<file path="src/rtl/wdt_pkg.sv">
package wdt_pkg;
    localparam int VAL_W    = 15;
    localparam int PRE_W    = 4;
    localparam int PRE_MAX  = 14;
    localparam int DATA_W   = 16;
    localparam int SEL_W    = 2;
    localparam int FLAG_BIT = 7;
    localparam int ARM_BIT  = VAL_W;

    localparam logic [SEL_W-1:0] SEL_CTRL  = 2'd0;
    localparam logic [SEL_W-1:0] SEL_PRE   = 2'd1;
    localparam logic [SEL_W-1:0] SEL_MASK  = 2'd2;
    localparam logic [SEL_W-1:0] SEL_CLEAR = 2'd3;

    typedef enum logic [1:0] {
        WD_OFF      = 2'd0,
        WD_WATCH    = 2'd1,
        WD_COUNT    = 2'd2,
        WD_EXPIRED  = 2'd3
    } wd_state_t;
endpackage

</file>
<file path="src/rtl/wdt_cfg_regs.sv">
module wdt_cfg_regs
    import wdt_pkg::*;
#(
    parameter int VW   = VAL_W,
    parameter int PW   = PRE_W,
    parameter int PMAX = PRE_MAX,
    parameter int DW   = DATA_W
) (
    input  logic             clk,
    input  logic             rst_n,
    input  logic             wr_i,
    input  logic [SEL_W-1:0] sel_i,
    input  logic [DW-1:0]    wdata_i,
    output logic [VW-1:0]    reload_o,
    output logic             arm_o,
    output logic [PW-1:0]    prescale_o,
    output logic             mask_o,
    output logic             clear_o
);
    localparam logic [PW-1:0] PCLAMP = PW'(PMAX);

    logic [PW-1:0] pre_in;
    assign pre_in = wdata_i[PW-1:0];

    always_ff @(posedge clk or negedge rst_n) begin
        if (!rst_n) begin
            reload_o   <= '0;
            arm_o      <= 1'b0;
            prescale_o <= '0;
            mask_o     <= 1'b0;
        end else if (wr_i) begin
            unique case (sel_i)
                SEL_CTRL: begin
                    reload_o <= wdata_i[VW-1:0];
                    arm_o    <= wdata_i[VW];
                end
                SEL_PRE:   prescale_o <= (pre_in > PCLAMP) ? PCLAMP : pre_in;
                SEL_MASK:  mask_o     <= wdata_i[FLAG_BIT];
                SEL_CLEAR: ;
            endcase
        end
    end

    assign clear_o = wr_i && (sel_i == SEL_CLEAR) && wdata_i[FLAG_BIT];
endmodule

</file>
<file path="src/rtl/wdt_prescaler.sv">
module wdt_prescaler
    import wdt_pkg::*;
#(
    parameter int PW   = PRE_W,
    parameter int PMAX = PRE_MAX
) (
    input  logic          clk,
    input  logic          rst_n,
    input  logic          run_i,
    input  logic [PW-1:0] prescale_i,
    output logic          tick_o
);
    localparam int CW = (PMAX > 0) ? PMAX : 1;

    logic [CW-1:0] div_q;
    logic [CW-1:0] span;

    always_comb begin
        for (int i = 0; i < CW; i++) begin
            span[i] = (i < int'(prescale_i));
        end
    end

    assign tick_o = run_i && ((div_q & span) == span);

    always_ff @(posedge clk or negedge rst_n) begin
        if (!rst_n) begin
            div_q <= '0;
        end else if (!run_i || tick_o) begin
            div_q <= '0;
        end else begin
            div_q <= div_q + 1'b1;
        end
    end
endmodule

</file>
<file path="src/rtl/wdt_countdown.sv">
module wdt_countdown
    import wdt_pkg::*;
#(
    parameter int VW = VAL_W
) (
    input  logic          clk,
    input  logic          rst_n,
    input  logic          arm_i,
    input  logic          stall_i,
    input  logic [VW-1:0] reload_i,
    input  logic          tick_i,
    output logic          run_o,
    output logic          expire_o,
    output wd_state_t     state_o
);
    wd_state_t     state_q, state_d;
    logic [VW-1:0] cnt_q;
    logic          load, step;

    always_ff @(posedge clk or negedge rst_n) begin
        if (!rst_n) begin
            state_q <= WD_OFF;
        end else begin
            state_q <= state_d;
        end
    end

    always_ff @(posedge clk or negedge rst_n) begin
        if (!rst_n) begin
            cnt_q <= '0;
        end else if (load) begin
            cnt_q <= reload_i;
        end else if (step) begin
            cnt_q <= cnt_q - 1'b1;
        end
    end

    always_comb begin
        state_d  = state_q;
        load     = 1'b0;
        step     = 1'b0;
        expire_o = 1'b0;
        unique case (state_q)
            WD_OFF: begin
                if (arm_i) begin
                    load    = 1'b1;
                    state_d = stall_i ? WD_COUNT : WD_WATCH;
                end
            end
            WD_WATCH: begin
                load = 1'b1;
                if (!arm_i) begin
                    state_d = WD_OFF;
                end else if (stall_i) begin
                    state_d = WD_COUNT;
                end
            end
            WD_COUNT: begin
                if (!arm_i) begin
                    state_d = WD_OFF;
                end else if (!stall_i) begin
                    load    = 1'b1;
                    state_d = WD_WATCH;
                end else if (tick_i) begin
                    if (cnt_q == '0) begin
                        expire_o = 1'b1;
                        state_d  = WD_EXPIRED;
                    end else begin
                        step = 1'b1;
                    end
                end
            end
            WD_EXPIRED: begin
                if (!arm_i) begin
                    state_d = WD_OFF;
                end else if (!stall_i) begin
                    load    = 1'b1;
                    state_d = WD_WATCH;
                end
            end
        endcase
    end

    assign run_o   = (state_q == WD_COUNT) && arm_i && stall_i;
    assign state_o = state_q;
endmodule

</file>
<file path="src/rtl/wdt_status.sv">
module wdt_status (
    input  logic clk,
    input  logic rst_n,
    input  logic set_i,
    input  logic clear_i,
    input  logic mask_i,
    output logic flag_o,
    output logic irq_o
);
    always_ff @(posedge clk or negedge rst_n) begin
        if (!rst_n) begin
            flag_o <= 1'b0;
        end else if (set_i) begin
            flag_o <= 1'b1;
        end else if (clear_i) begin
            flag_o <= 1'b0;
        end
    end

    assign irq_o = flag_o && mask_i;
endmodule

</file>
<file path="src/rtl/wdt_stall_timer.sv">
module wdt_stall_timer
    import wdt_pkg::*;
#(
    parameter int VW   = VAL_W,
    parameter int PW   = PRE_W,
    parameter int PMAX = PRE_MAX,
    parameter int DW   = DATA_W
) (
    input  logic             clk,
    input  logic             rst_n,
    input  logic             cfg_wr_i,
    input  logic [SEL_W-1:0] cfg_sel_i,
    input  logic [DW-1:0]    cfg_wdata_i,
    input  logic             stall_i,
    output logic             tmo_flag_o,
    output logic             irq_o
);
    logic [VW-1:0] reload;
    logic          enable;
    logic [PW-1:0] prescale;
    logic          mask;
    logic          clear;
    logic          run;
    logic          tick;
    logic          expire;
    wd_state_t     state;

    wdt_cfg_regs #(.VW(VW), .PW(PW), .PMAX(PMAX), .DW(DW)) u_regs (
        .clk        (clk),
        .rst_n      (rst_n),
        .wr_i       (cfg_wr_i),
        .sel_i      (cfg_sel_i),
        .wdata_i    (cfg_wdata_i),
        .reload_o   (reload),
        .arm_o      (enable),
        .prescale_o (prescale),
        .mask_o     (mask),
        .clear_o    (clear)
    );

    wdt_prescaler #(.PW(PW), .PMAX(PMAX)) u_pre (
        .clk        (clk),
        .rst_n      (rst_n),
        .run_i      (run),
        .prescale_i (prescale),
        .tick_o     (tick)
    );

    wdt_countdown #(.VW(VW)) u_cnt (
        .clk      (clk),
        .rst_n    (rst_n),
        .arm_i    (enable),
        .stall_i  (stall_i),
        .reload_i (reload),
        .tick_i   (tick),
        .run_o    (run),
        .expire_o (expire),
        .state_o  (state)
    );

    wdt_status u_stat (
        .clk     (clk),
        .rst_n   (rst_n),
        .set_i   (expire),
        .clear_i (clear),
        .mask_i  (mask),
        .flag_o  (tmo_flag_o),
        .irq_o   (irq_o)
    );
endmodule

</file>
<file path="config.mk">
export PLATFORM = sky130hd
export DESIGN_NAME = wdt_stall_timer
export DESIGN_NICKNAME = d
export VERILOG_FILES = /design/src/rtl/wdt_pkg.sv /design/src/rtl/wdt_cfg_regs.sv /design/src/rtl/wdt_prescaler.sv /design/src/rtl/wdt_countdown.sv /design/src/rtl/wdt_status.sv /design/src/rtl/wdt_stall_timer.sv
export SDC_FILE = /design/constraint.sdc
export NUM_CORES = 1
export LEC_CHECK = 0
export BUFFER_PORTS_ARGS = -buffer_cell sky130_fd_sc_hd__buf_2
export CELL_PAD_IN_SITES_DETAIL_PLACEMENT = 1
export CELL_PAD_IN_SITES_GLOBAL_PLACEMENT = 1
export CORE_ASPECT_RATIO = 1.2
export CORE_MARGIN = 4
export CORE_UTILIZATION = 42
export CTS_CLUSTER_DIAMETER = 120
export DETAILED_ROUTE_END_ITERATION = 16
export GPL_ROUTABILITY_DRIVEN = 0
export HOLD_SLACK_MARGIN = 0.03
export PLACE_DENSITY_LB_ADDON = 0.1
export SLEW_MARGIN = 20
export SYNTH_ARGS = -nofsm -noshare
export SYNTH_HDL_FRONTEND = slang
export SYNTH_SLANG_ARGS = --single-unit
export TNS_END_PERCENT = 1
</file>
<file path="constraint.sdc">
create_clock -name clk -period 4.4 [get_ports clk]
set_clock_uncertainty 0.15 [all_clocks]
set_input_delay 0.44 -clock clk [delete_from_list [all_inputs] [get_ports clk]]
set_output_delay 0.44 -clock clk [all_outputs]
set_load 0.02 [all_outputs]
</file>
==> metrics.yaml, run 1 <==
routing:
  antenna_left: 0
  post_drt_wl_per_cell_microns: 16.5
  totalWireLength_microns: 5870
  drc_errors: 0
  first_pass_iters: 4
  vias: 1978
  first_iter_violations: 85
  viasPerCell: 5.57
synthesis:
  synth-async-reset-ratio_pct: 100
  syn_nets: 277
  yosys_warnings: 0
  ys.flop_type: "dfrtp_1"
  yosysSeqAreaShare_pct: 50.3
  synth_seq_cells: 53
  ys_types: 41
  netlist_area_sq_um: 2640
  synth-edff-count: 0
  syn_inst: 253
  avgSynthCellArea_sq_um: 10.4
critical_path:
  worstPathMaxFanout: 26
  cp.arrival_ns: 3.13
  crit_path_end_kind: "register"
  reg2reg_depth: 8
  worstSetupPathType: "register to register"
  critPathSlowestCell: "or4b_1"
  critPathBufInv: 1
  crit_path_max_incr_delay_ns: 0.83
  worstSetupStartpointType: "register"
  path_delay_family: "simple AND/OR/NAND/NOR gates"
  r2r_setup_slack_ns: 1.35
  r2r_end: "u_cnt.cnt_q[7]$_DFFE_PN0P_"
  cpMostUsedCell: "or4b_1"
  required_ns: 4.48
  path_cells: "inv_1 -> ha_1 -> nand2b_1 -> or4_1 -> nor2_1 -> or4b_1 -> or4b_1 -> a31oi_1"
  worstReg2RegStart: "u_cnt.cnt_q[0]$_DFFE_PN0P_"
grt:
  grt_pass1_wl_microns: 10000
  antenna_found_initial: 0
  first_global_vias: 2142
  gr-total-overflow: 0
  grt_max_degree: 54
  groute.usage.overall_pct: 16.9
sta:
  drv_slew: 0
  final-setup-viol-count: 0
  rsz0062_at_grt: "no"
  worst_slew_pin_slew_ns: 0.752
  fin_ws_ns: 1.35
  period_needed_ns: 3.05
  finalCritPeriodShare_pct: 69.2
  hold_violations: 0
  slew_headroom_pct: 49.9
  clock.fmax_ghz: 0.328
  fin_setup_tns_ns: 0
floorplanning:
  initial_core_util_pct: 43.6
  coreArea_sq_um: 6050
  die_area_sq_um: 7610
  io_pins: 24
  rows: 31
  die_y_microns: 94.8
  die-width_microns: 80.3
cells_and_area:
  antenna-diode-count: 0
  finalInstanceArea_sq_um: 2930
  regArea_sq_um: 1330
  final_nets: 296
  n_fill_cell: 713
  mostFrequentLayoutCell: "dfrtp_1"
  final_cell_mix: "dfrtp_1 (53), nor2_1 (28), buf_2 (23), nand2_1 (22), mux2_2 (21)"
  area_growth_pct: 11.0
  drive_above_1_share_pct: 20.5
  fin_cells: 355
  multi_input_area_sq_um: 1210
place:
  hpwl_microns: 4160
  post-place-ws_ns: 1.38
  dp.cells: 347
  placedInstanceArea_sq_um: 2790
  port_buffers: 23
cts:
  cts_sinks: 53
  path_clk_slew_ns: 0.10
  cts_hold_buffers: 0
  cts-resized-gates: 0
  cts-buffers-inserted: 5
  cts_buffer_depth: 2
  cts_setup_buffers: 0
  insertion_delay_ns: 0.31
  cts_tree: "built"
  cts_max_level: 2
  cts_root_buffer: "clkbuf_8"
status:
  outcome: "finished clean"
power_and_ir_drop:
  power_density_nw_per_um2: 446
  peakVddDrop_uv: 201
  p_leak_nw: 1.23
worst_hold_path:
  hp-class: "input port to asynchronous set/reset pin"
flow_run:
  drv_cap: 0
per-layer routing:
layer	GRT usage, %	routed length [microns]
met1	18.8	2460
met4	5.92	113
met5	0	0
met3	3.34	153
met2	31.6	3140
metrics by stage:
stage	power, mW	utilization, %	hold WS (ns)
after floorplan	0.844	-	-0.00559
after global placement	0.918	46.1	0.315
after detailed placement	0.932	46.1	0.326
after CTS	1.32	48.3	0.124
after global routing	1.39	48.3	0.153
final	1.31	48.3	0.0918
kinds of logic (layout without fill, tap and decap cells):
group                      after synthesis  after routing  synth area share [%]
and+or+nand+nor                        106            106                  20.9
xor gates and xnor gates                12             12                  3.99
AOI/OAI and AO/OA                       40             40                  10.5
muxes                                   22             22                  9.35
DFF                                     53             53                  50.3
buffers and inverters                   18             38                  3.99
adders and majority gates                2              2                 0.949
final cells by class:
type,instances,share of cell area (%)
sequential,53,45.3
multi-input combinational,182,41.4
timing repair buffer,26,4.70
tap,82,3.51
clock buffer,5,2.35
clock inverter,3,2.22
inverter,4,0.513
flip-flops by register name, indices dropped and copies added, names as in the netlist:
name               cells
u_cnt.cnt_q           15
u_regs.reload_o       15
u_pre.div_q           14
u_regs.prescale_o      4
u_cnt.state_o          2
u_regs.arm_o           1
u_regs.mask_o          1
u_stat.flag_o          1
cell usage after synthesis, drive strengths merged (3+ instances only):
master / count / share of area, %
o41ai: 6 / 2.0
nand3b: 3 / 0.85
or4: 9 / 2.6
a31oi: 8 / 1.9
nor2: 28 / 4.0
nand3: 11 / 2.1
o21ai: 8 / 1.5
nand2b: 4 / 0.95
dfrtp: 53 / 50
o311ai: 4 / 1.3
mux2: 21 / 9.0
nand2: 22 / 3.1
inv: 4 / 0.57
buf: 8 / 2.3
and3: 4 / 0.95
xor2: 8 / 2.7
or3: 10 / 2.4
clkbuf: 5 / 0.71
nor2b: 4 / 0.95
or4b: 3 / 1.1
xnor2: 4 / 1.3
power breakdown:
group	switching, mW	total, mW	internal, mW
clock	0.162	0.388	0.226
sequential	0.0792	0.658	0.579
combinational	0.143	0.260	0.117
total	0.384	1.31	0.922
worst register-to-register path, stage by stage, from the launching register on:
cell      delay, ns
dfrtp_1        0.36
inv_1          0.07
ha_1           0.21
nand2b_1       0.33
or4_1          0.20
nor2_1         0.05
or4b_1         0.83
or4b_1         0.59
a31oi_1        0.17
how the worst max path moves through the flow:
stage | start | endpoint | cells past startpoint
floorplan | u_cnt.cnt_q[10]$_DFFE_PN0P_ | u_cnt.cnt_q[1]$_DFFE_PN0P_ | 9
global placement | u_cnt.cnt_q[10]$_DFFE_PN0P_ | u_cnt.cnt_q[1]$_DFFE_PN0P_ | 6
detailed placement | u_cnt.cnt_q[0]$_DFFE_PN0P_ | u_cnt.cnt_q[7]$_DFFE_PN0P_ | 8
CTS | u_cnt.cnt_q[0]$_DFFE_PN0P_ | u_cnt.cnt_q[7]$_DFFE_PN0P_ | 8
global route | u_cnt.cnt_q[0]$_DFFE_PN0P_ | u_cnt.cnt_q[9]$_DFFE_PN0P_ | 8
finish | u_cnt.cnt_q[0]$_DFFE_PN0P_ | u_cnt.cnt_q[7]$_DFFE_PN0P_ | 8
No activity file was read; power rests on OpenSTA's default activity.
==> inputs of run 2 (changes only) <==
==> constraint.sdc (replaced) <==
create_clock -name clk -period 3 [get_ports clk]
set_clock_uncertainty 0.15 [all_clocks]
set_input_delay 0.3 -clock clk [delete_from_list [all_inputs] [get_ports clk]]
set_output_delay 0.3 -clock clk [all_outputs]
set_load 0.02 [all_outputs]
==> run 2 against run 1 <==
Compared with the run above:
- final cell count increased by 1.4%
- worst hold slack got worse by 0.035 ns
- sequential share of layout area about the same
- highest routed layer unchanged
==> metrics.yaml, run 2 (synthesis results as in run 1) <==
status:
  outcome: "finished clean"
routing:
  antenna_left: 0  # unchanged
  first_pass_iters: 4  # unchanged
  totalWireLength_microns: 5810  # -1.0%
  first_iter_violations: 54  # -36%
  drc_errors: 0  # unchanged
  post_drt_wl_per_cell_microns: 16.1  # -2.4%
  viasPerCell: 5.50  # -1.3%
  vias: 1979  # +0.051%
cts:
  cts-buffers-inserted: 5  # unchanged
  path_clk_slew_ns: 0.10  # about the same
  cts_hold_buffers: 1  # +1
  cts_root_buffer: "clkbuf_8"
  cts_tree: "built"
  cts_sinks: 53  # unchanged
  cts_max_level: 2  # unchanged
  cts-resized-gates: 0  # unchanged
  cts_buffer_depth: 2  # unchanged
  cts_setup_buffers: 0  # unchanged
  insertion_delay_ns: 0.32  # about the same
cells_and_area:
  antenna-diode-count: 0  # unchanged
  area_growth_pct: 10.9  # about the same
  drive_above_1_share_pct: 21.6  # +1.1 points
  final_nets: 301  # +1.7%
  final_cell_mix: "dfrtp_1 (53), nor2_1 (28), buf_2 (23), nand2_1 (22), mux2_2 (21)"
  mostFrequentLayoutCell: "dfrtp_1"
  reg.largest.list: "u_cnt.cnt_q x15, u_regs.reload_o x15, u_pre.div_q x14"
  n_fill_cell: 711  # -0.28%
  finalInstanceArea_sq_um: 2920  # about the same
worst_hold_path:
  hp-class: "input port to register"
floorplanning:
  die-width_microns: 80.3  # unchanged
  rows: 31  # unchanged
  die_y_microns: 94.8  # unchanged
  initial_core_util_pct: 43.6  # unchanged
  coreArea_sq_um: 6050  # unchanged
  io_pins: 24  # unchanged
  die_area_sq_um: 7610  # unchanged
sta:
  period_needed_ns: 2.73  # -0.315 ns
  worst_slew_pin_slew_ns: 0.675  # -0.0771 ns
  final-setup-viol-count: 0  # unchanged
  rsz0062_at_grt: "no"
  fin_setup_tns_ns: 0  # unchanged
  hold_violations: 0  # unchanged
  slew_headroom_pct: 55.0  # +5.1 points
  clock.fmax_ghz: 0.366  # +12%
  finalCritPeriodShare_pct: 91.1  # +22 points
  drv_slew: 0  # unchanged
critical_path:
  critPathSlowestCell: "or4b_1"
  r2r_setup_slack_ns: 0.27  # -1.08 ns
  required_ns: 3.09  # -1.39 ns
  worstPathMaxFanout: 26  # unchanged
  worstSetupStartpointType: "register"
  crit_path_end_kind: "register"
  worstSetupPathType: "register to register"
  path_delay_family: "simple AND/OR/NAND/NOR gates"
  critPathBufInv: 1  # unchanged
  crit_path_max_incr_delay_ns: 0.49  # -0.34 ns
  cp.arrival_ns: 2.82  # -0.31 ns
  cpMostUsedCell: "or4b_1"
  path_cells: "o21bai_1 -> a21oi_1 -> nor4_1 -> or4b_1 -> buf_4 -> or4b_1 -> a31oi_1"
grt:
  grt_max_degree: 54  # unchanged
  groute.usage.overall_pct: 17.1  # +0.22 points
  grt_pass1_wl_microns: 10100  # +0.96%
  antenna_found_initial: 0  # unchanged
  first_global_vias: 2072  # -3.3%
  gr-total-overflow: 0  # unchanged
power_and_ir_drop:
  power_density_nw_per_um2: 607  # +36%
  peakVddDrop_uv: 319  # +59%
  p_leak_nw: 1.23  # +0.19%
flow_run:
  drv_cap: 0  # unchanged
place:
  hpwl_microns: 4220  # +1.5%
  port_buffers: 23  # unchanged
  placedInstanceArea_sq_um: 2820  # +1.1%
run 2: cell types whose count changed in the layout (fill, tap and decap cells not counted), sizes merged:
cell / delta
buf: +4
dlygate4sd3: +1
bufinv: -2
clkinv: +2
run 2: final timing paths:
| check | start | endpoint | cells after the start |
|---|---|---|---|
| setup / recovery | u_regs.prescale_o[1]$_DFFE_PN0P_ | u_cnt.cnt_q[9]$_DFFE_PN0P_ | 7 |
| hold / removal | cfg_wdata_i[8] | u_regs.reload_o[8]$_DFFE_PN0P_ | 2 |
| setup reg to reg | u_regs.prescale_o[1]$_DFFE_PN0P_ | u_cnt.cnt_q[9]$_DFFE_PN0P_ | 7 |
| hold reg to reg | u_regs.reload_o[10]$_DFFE_PN0P_ | u_cnt.cnt_q[10]$_DFFE_PN0P_ | 2 |
| max in group asynchronous | rst_n | u_cnt.cnt_q[12]$_DFFE_PN0P_ | 3 |
| min in group asynchronous | rst_n | u_regs.prescale_o[3]$_DFFE_PN0P_ | 3 |
run 2: stage by stage:
| stage | power [mW] | hold slack, ns | util [%] | instances | setup slack (ns) |
|---|---|---|---|---|---|
| after floorplan | 1.24 | -0.146 | - | 253 | 0.523 |
| after global placement | 1.37 | 0.318 | 46.6 | 351 | 0.373 |
| after detailed placement | 1.39 | 0.319 | 46.6 | 351 | 0.315 |
| after CTS | 1.81 | 0.0450 | 48.3 | 360 | 0.233 |
| after global routing | 1.92 | 0.0480 | 48.3 | 360 | 0.0507 |
| final | 1.77 | 0.0567 | 48.3 | 360 | 0.268 |
run 2: final cells by class:
type | count | area [sq um] | share of cell area [%]
clock buffers | 5 | 68.8 | 2.35
clock inverters | 3 | 22.5 | 0.771
inverters | 4 | 15.0 | 0.514
multi-input cells | 182 | 1210 | 41.4
flip-flops and latches | 53 | 1330 | 45.4
well taps | 82 | 103 | 3.51
repair buffers | 31 | 178 | 6.08
run 2: report_power, final:
group / internal, mW / switching (mW) / leakage, nW
logic: 0.188 / 0.212 / 0.518
clock network: 0.166 / 0.246 / 0.0481
registers: 0.849 / 0.115 / 0.662
run 2: worst reg2reg max path, cell delays in order (launching register included):
cell	delay, ns
dfrtp_1	0.48
o21bai_1	0.16
a21oi_1	0.10
nor4_1	0.39
or4b_1	0.49
buf_4	0.23
or4b_1	0.48
a31oi_1	0.18
run 2: layer usage:
layer  wire (microns)  global-route usage, %
met1             2390                   20.0
met2             3200                   31.4
met4               74                   5.49
met5                0                      0
met3              145                   3.15
==> inputs of run 3 (changes only) <==
--- a/config.mk
+++ b/config.mk
@@ -19,5 +19,6 @@
 export SLEW_MARGIN = 20
 export SYNTH_ARGS = -nofsm -noshare
 export SYNTH_HDL_FRONTEND = slang
+export SYNTH_HIERARCHICAL = 1
 export SYNTH_SLANG_ARGS = --single-unit
 export TNS_END_PERCENT = 1
==> run 3 against run 2 <==
Compared with the run above:
- clock-buffer cell count rose by 2
- non-clock buffer count rose by 2
- design area rose by 12%
- wire length rose by 17%
- worst hold slack improved by 0.013 ns
- total power rose by 5.1%
==> metrics.yaml, run 3 <==
critical_path:
  crit_path_end_kind: "register"
  worstSetupPathType: "register to register"
  worstPathMaxFanout: 9  # -65%
  crit_path_max_incr_delay_ns: 0.49  # about the same
  path_cells: "a21boi_0 -> o21ai_0 -> o21ai_1 -> a2111oi_4 -> and2_1 -> nor3b_2 -> nand4_1 -> or4_1 -> a31oi_1"
  r2r_end: "u_cnt/cnt_q[13]$_DFFE_PN0P_"
  cp.arrival_ns: 2.86  # +0.04 ns
  reg2reg_depth: 9  # +2
  worstReg2RegStart: "u_regs/prescale_o[1]$_DFFE_PN0P_"
  worstSetupStartpointType: "register"
  critPathSlowestCell: "dfrtp_2"
  required_ns: 3.07  # -0.02 ns
  r2r_setup_slack_ns: 0.22  # -0.05 ns
worst_hold_path:
  hp-class: "input port to register"
  hp-start: "cfg_wdata_i[15]"
  whs_endpoint: "u_regs/arm_o$_DFFE_PN0P_"
  hold_depth: 2  # unchanged
cells_and_area:
  mostFrequentLayoutCell: "dfrtp_1"
  antenna-diode-count: 0  # unchanged
  multi_input_area_sq_um: 1510  # +25%
  area_growth_pct: 10.8  # about the same
  n_fill_cell: 812  # +14%
  drive_above_1_share_pct: 28.5  # +6.9 points
  regArea_sq_um: 1330  # +0.38%
  finalInstanceArea_sq_um: 3270  # +12%
  final_cell_mix: "dfrtp_1 (49), nand2_1 (30), buf_2 (23), nor2_1 (21), mux2_2 (20)"
  fin_cells: 403  # +12%
  reg.largest.list: "u_cnt/cnt_q x15, u_regs/reload_o x15, u_pre/div_q x14"
  final_nets: 340  # +13%
synthesis:
  yosys_warnings: 6  # +6
  yosysSeqAreaShare_pct: 45.0  # -5.4 points
  syn_inst: 287  # +13%
  synth_top_cell_area_share_pct: 45.0  # -5.4 points
  ys_types: 63  # +54%
  netlist_area_sq_um: 2950  # +12%
  synth-async-reset-ratio_pct: 100  # unchanged
  ys.flop_type: "dfrtp_1"
  synth_seq_cells: 53  # unchanged
  syn_nets: 311  # +12%
  synth-edff-count: 0  # unchanged
  yosysMostFrequentCell: "dfrtp_1"
  avgSynthCellArea_sq_um: 10.3  # -1.3%
  yosysTopAreaCell: "dfrtp_1"
  synth_area_leaders: "dfrtp_1 (45%), mux2_2 (7.6%), nand2_1 (3.8%), nor2_1 (2.7%), nor4_4 (2.2%)"
  synthTopCellsByCount: "dfrtp_1 (53), nand2_1 (30), nor2_1 (21), mux2_2 (20), nand3_1 (12)"
cts:
  cts_tree: "built"
  cts_buffer_depth: 2  # unchanged
  cts_sinks: 53  # unchanged
  insertion_delay_ns: 0.30  # -0.02 ns
  cts-buffers-inserted: 5  # unchanged
  cts_root_buffer: "clkbuf_8"
  cts_max_level: 2  # unchanged
  path_clk_slew_ns: 0.10  # about the same
sta:
  slew_headroom_pct: 43.2  # -12 points
  drv_slew: 0  # unchanged
  fin_ws_ns: 0.216  # -0.0526 ns
  final-setup-viol-count: 0  # unchanged
  finalCritPeriodShare_pct: 92.8  # +1.8 points
  rsz0062_at_grt: "no"
  clock.fmax_ghz: 0.359  # -1.9%
  fin_setup_tns_ns: 0  # unchanged
  worst_slew_pin_slew_ns: 0.851  # +0.176 ns
  period_needed_ns: 2.78  # +0.0526 ns
  hold_violations: 0  # unchanged
power_and_ir_drop:
  peakVddDrop_uv: 283  # -11%
  p_leak_nw: 1.36  # +11%
  power_density_nw_per_um2: 571  # -6.0%
  finalPower_mw: 1.87  # +5.1%
grt:
  first_global_vias: 2425  # +17%
  grt_pass1_wl_microns: 11600  # +15%
  grt_max_degree: 54  # unchanged
  antenna_found_initial: 0  # unchanged
  groute.usage.overall_pct: 17.1  # -0.073 points
  gr-total-overflow: 0  # unchanged
flow_run:
  drv_cap: 0  # unchanged
routing:
  first_iter_violations: 68  # +26%
  viasPerCell: 5.70  # +3.7%
  first_pass_iters: 4  # unchanged
  vias: 2297  # +16%
  antenna_left: 0  # unchanged
  post_drt_wl_per_cell_microns: 16.9  # +4.7%
  totalWireLength_microns: 6800  # +17%
  drc_errors: 0  # unchanged
floorplanning:
  die_y_microns: 99.8  # +5.3%
  rows: 33  # +6.5%
  coreArea_sq_um: 6850  # +13%
  io_pins: 24  # unchanged
  die-width_microns: 84.5  # +5.2%
  initial_core_util_pct: 43.0  # -0.52 points
  die_area_sq_um: 8430  # +11%
place:
  placedInstanceArea_sq_um: 3140  # +11%
  hpwl_microns: 4970  # +18%
  post-place-ws_ns: 0.0545  # -0.260 ns
  port_buffers: 23  # unchanged
  dp.cells: 392  # +12%
status:
  outcome: "finished clean"
[run 3: per-layer routing]
metal  part of all wire, %  up-vias  GRT usage (%)
met4                   1.6        0           5.36
met3                   1.7        9           2.71
met2                    54       18           32.4
met5                     0        -              0
li1                      -     1111              -
met1                    43     1159           19.3
[run 3: cell type report]
cell class | instances | share of cell area, %
Multi-Input combinational cell | 213 | 46.2
Sequential cell | 53 | 40.7
Timing Repair Buffer | 33 | 5.90
Tap cell | 87 | 3.33
Clock buffer | 7 | 2.64
Inverter | 10 | 1.15
[run 3: what timing repair did]
item	in CTS	in global routing
hold endpoints to repair	53	0
buffers inserted	0	3
endpoints found under the setup margin	0	5
hold buffers	1	0
gates resized for setup	0	6
[run 3: kinds of logic after synthesis]
logic type      after synthesis  share of synthesized area, %
simple gates                132                          27.1
flops                        53                          45.0
compound gates               47                          11.8
buf+inv                      21                          4.07
mux                          21                          7.97
xor+xnor                     11                          3.27
fa+ha+maj                     2                         0.848
[run 3: worst max path at each step]
stage	startpoint	to	slack, ns	cells past startpoint
2_1_floorplan	u_regs/prescale_o[2]$_DFFE_PN0P_	u_cnt/cnt_q[12]$_DFFE_PN0P_	0.15	9
3_5_place_dp	u_regs/prescale_o[2]$_DFFE_PN0P_	u_cnt/cnt_q[13]$_DFFE_PN0P_	0.05	8
6_report	u_regs/prescale_o[1]$_DFFE_PN0P_	u_cnt/cnt_q[13]$_DFFE_PN0P_	0.22	9
4_1_cts	u_regs/prescale_o[2]$_DFFE_PN0P_	u_cnt/cnt_q[13]$_DFFE_PN0P_	0.04	8
3_3_place_gp	u_regs/prescale_o[1]$_DFFE_PN0P_	u_cnt/cnt_q[12]$_DFFE_PN0P_	0.21	9
5_1_grt	u_pre/div_q[8]$_DFF_PN0_	u_cnt/cnt_q[12]$_DFFE_PN0P_	0.02	9
[run 3: critical path: cells and delay by family, from the launching register on]
family | cells | cell delay [ns]
compound gates | 5 | 0.97
flops | 1 | 0.49
simple gates | 4 | 1.11
[run 3: stage by stage]
stage | hold WS (ns) | util, %
2_1_floorplan | -0.146 | -
3_3_place_gp | 0.299 | 45.8
3_5_place_dp | 0.306 | 45.8
4_1_cts | 0.0627 | 47.2
5_1_grt | 0.0625 | 47.7
6_report | 0.0700 | 47.7
[run 3: power by group]
group          leakage [nW]  total, mW  internal, mW  switching (mW)
logic                 0.660      0.440         0.198           0.242
registers             0.657       1.01         0.848           0.163
clock network        0.0443      0.415         0.184           0.231
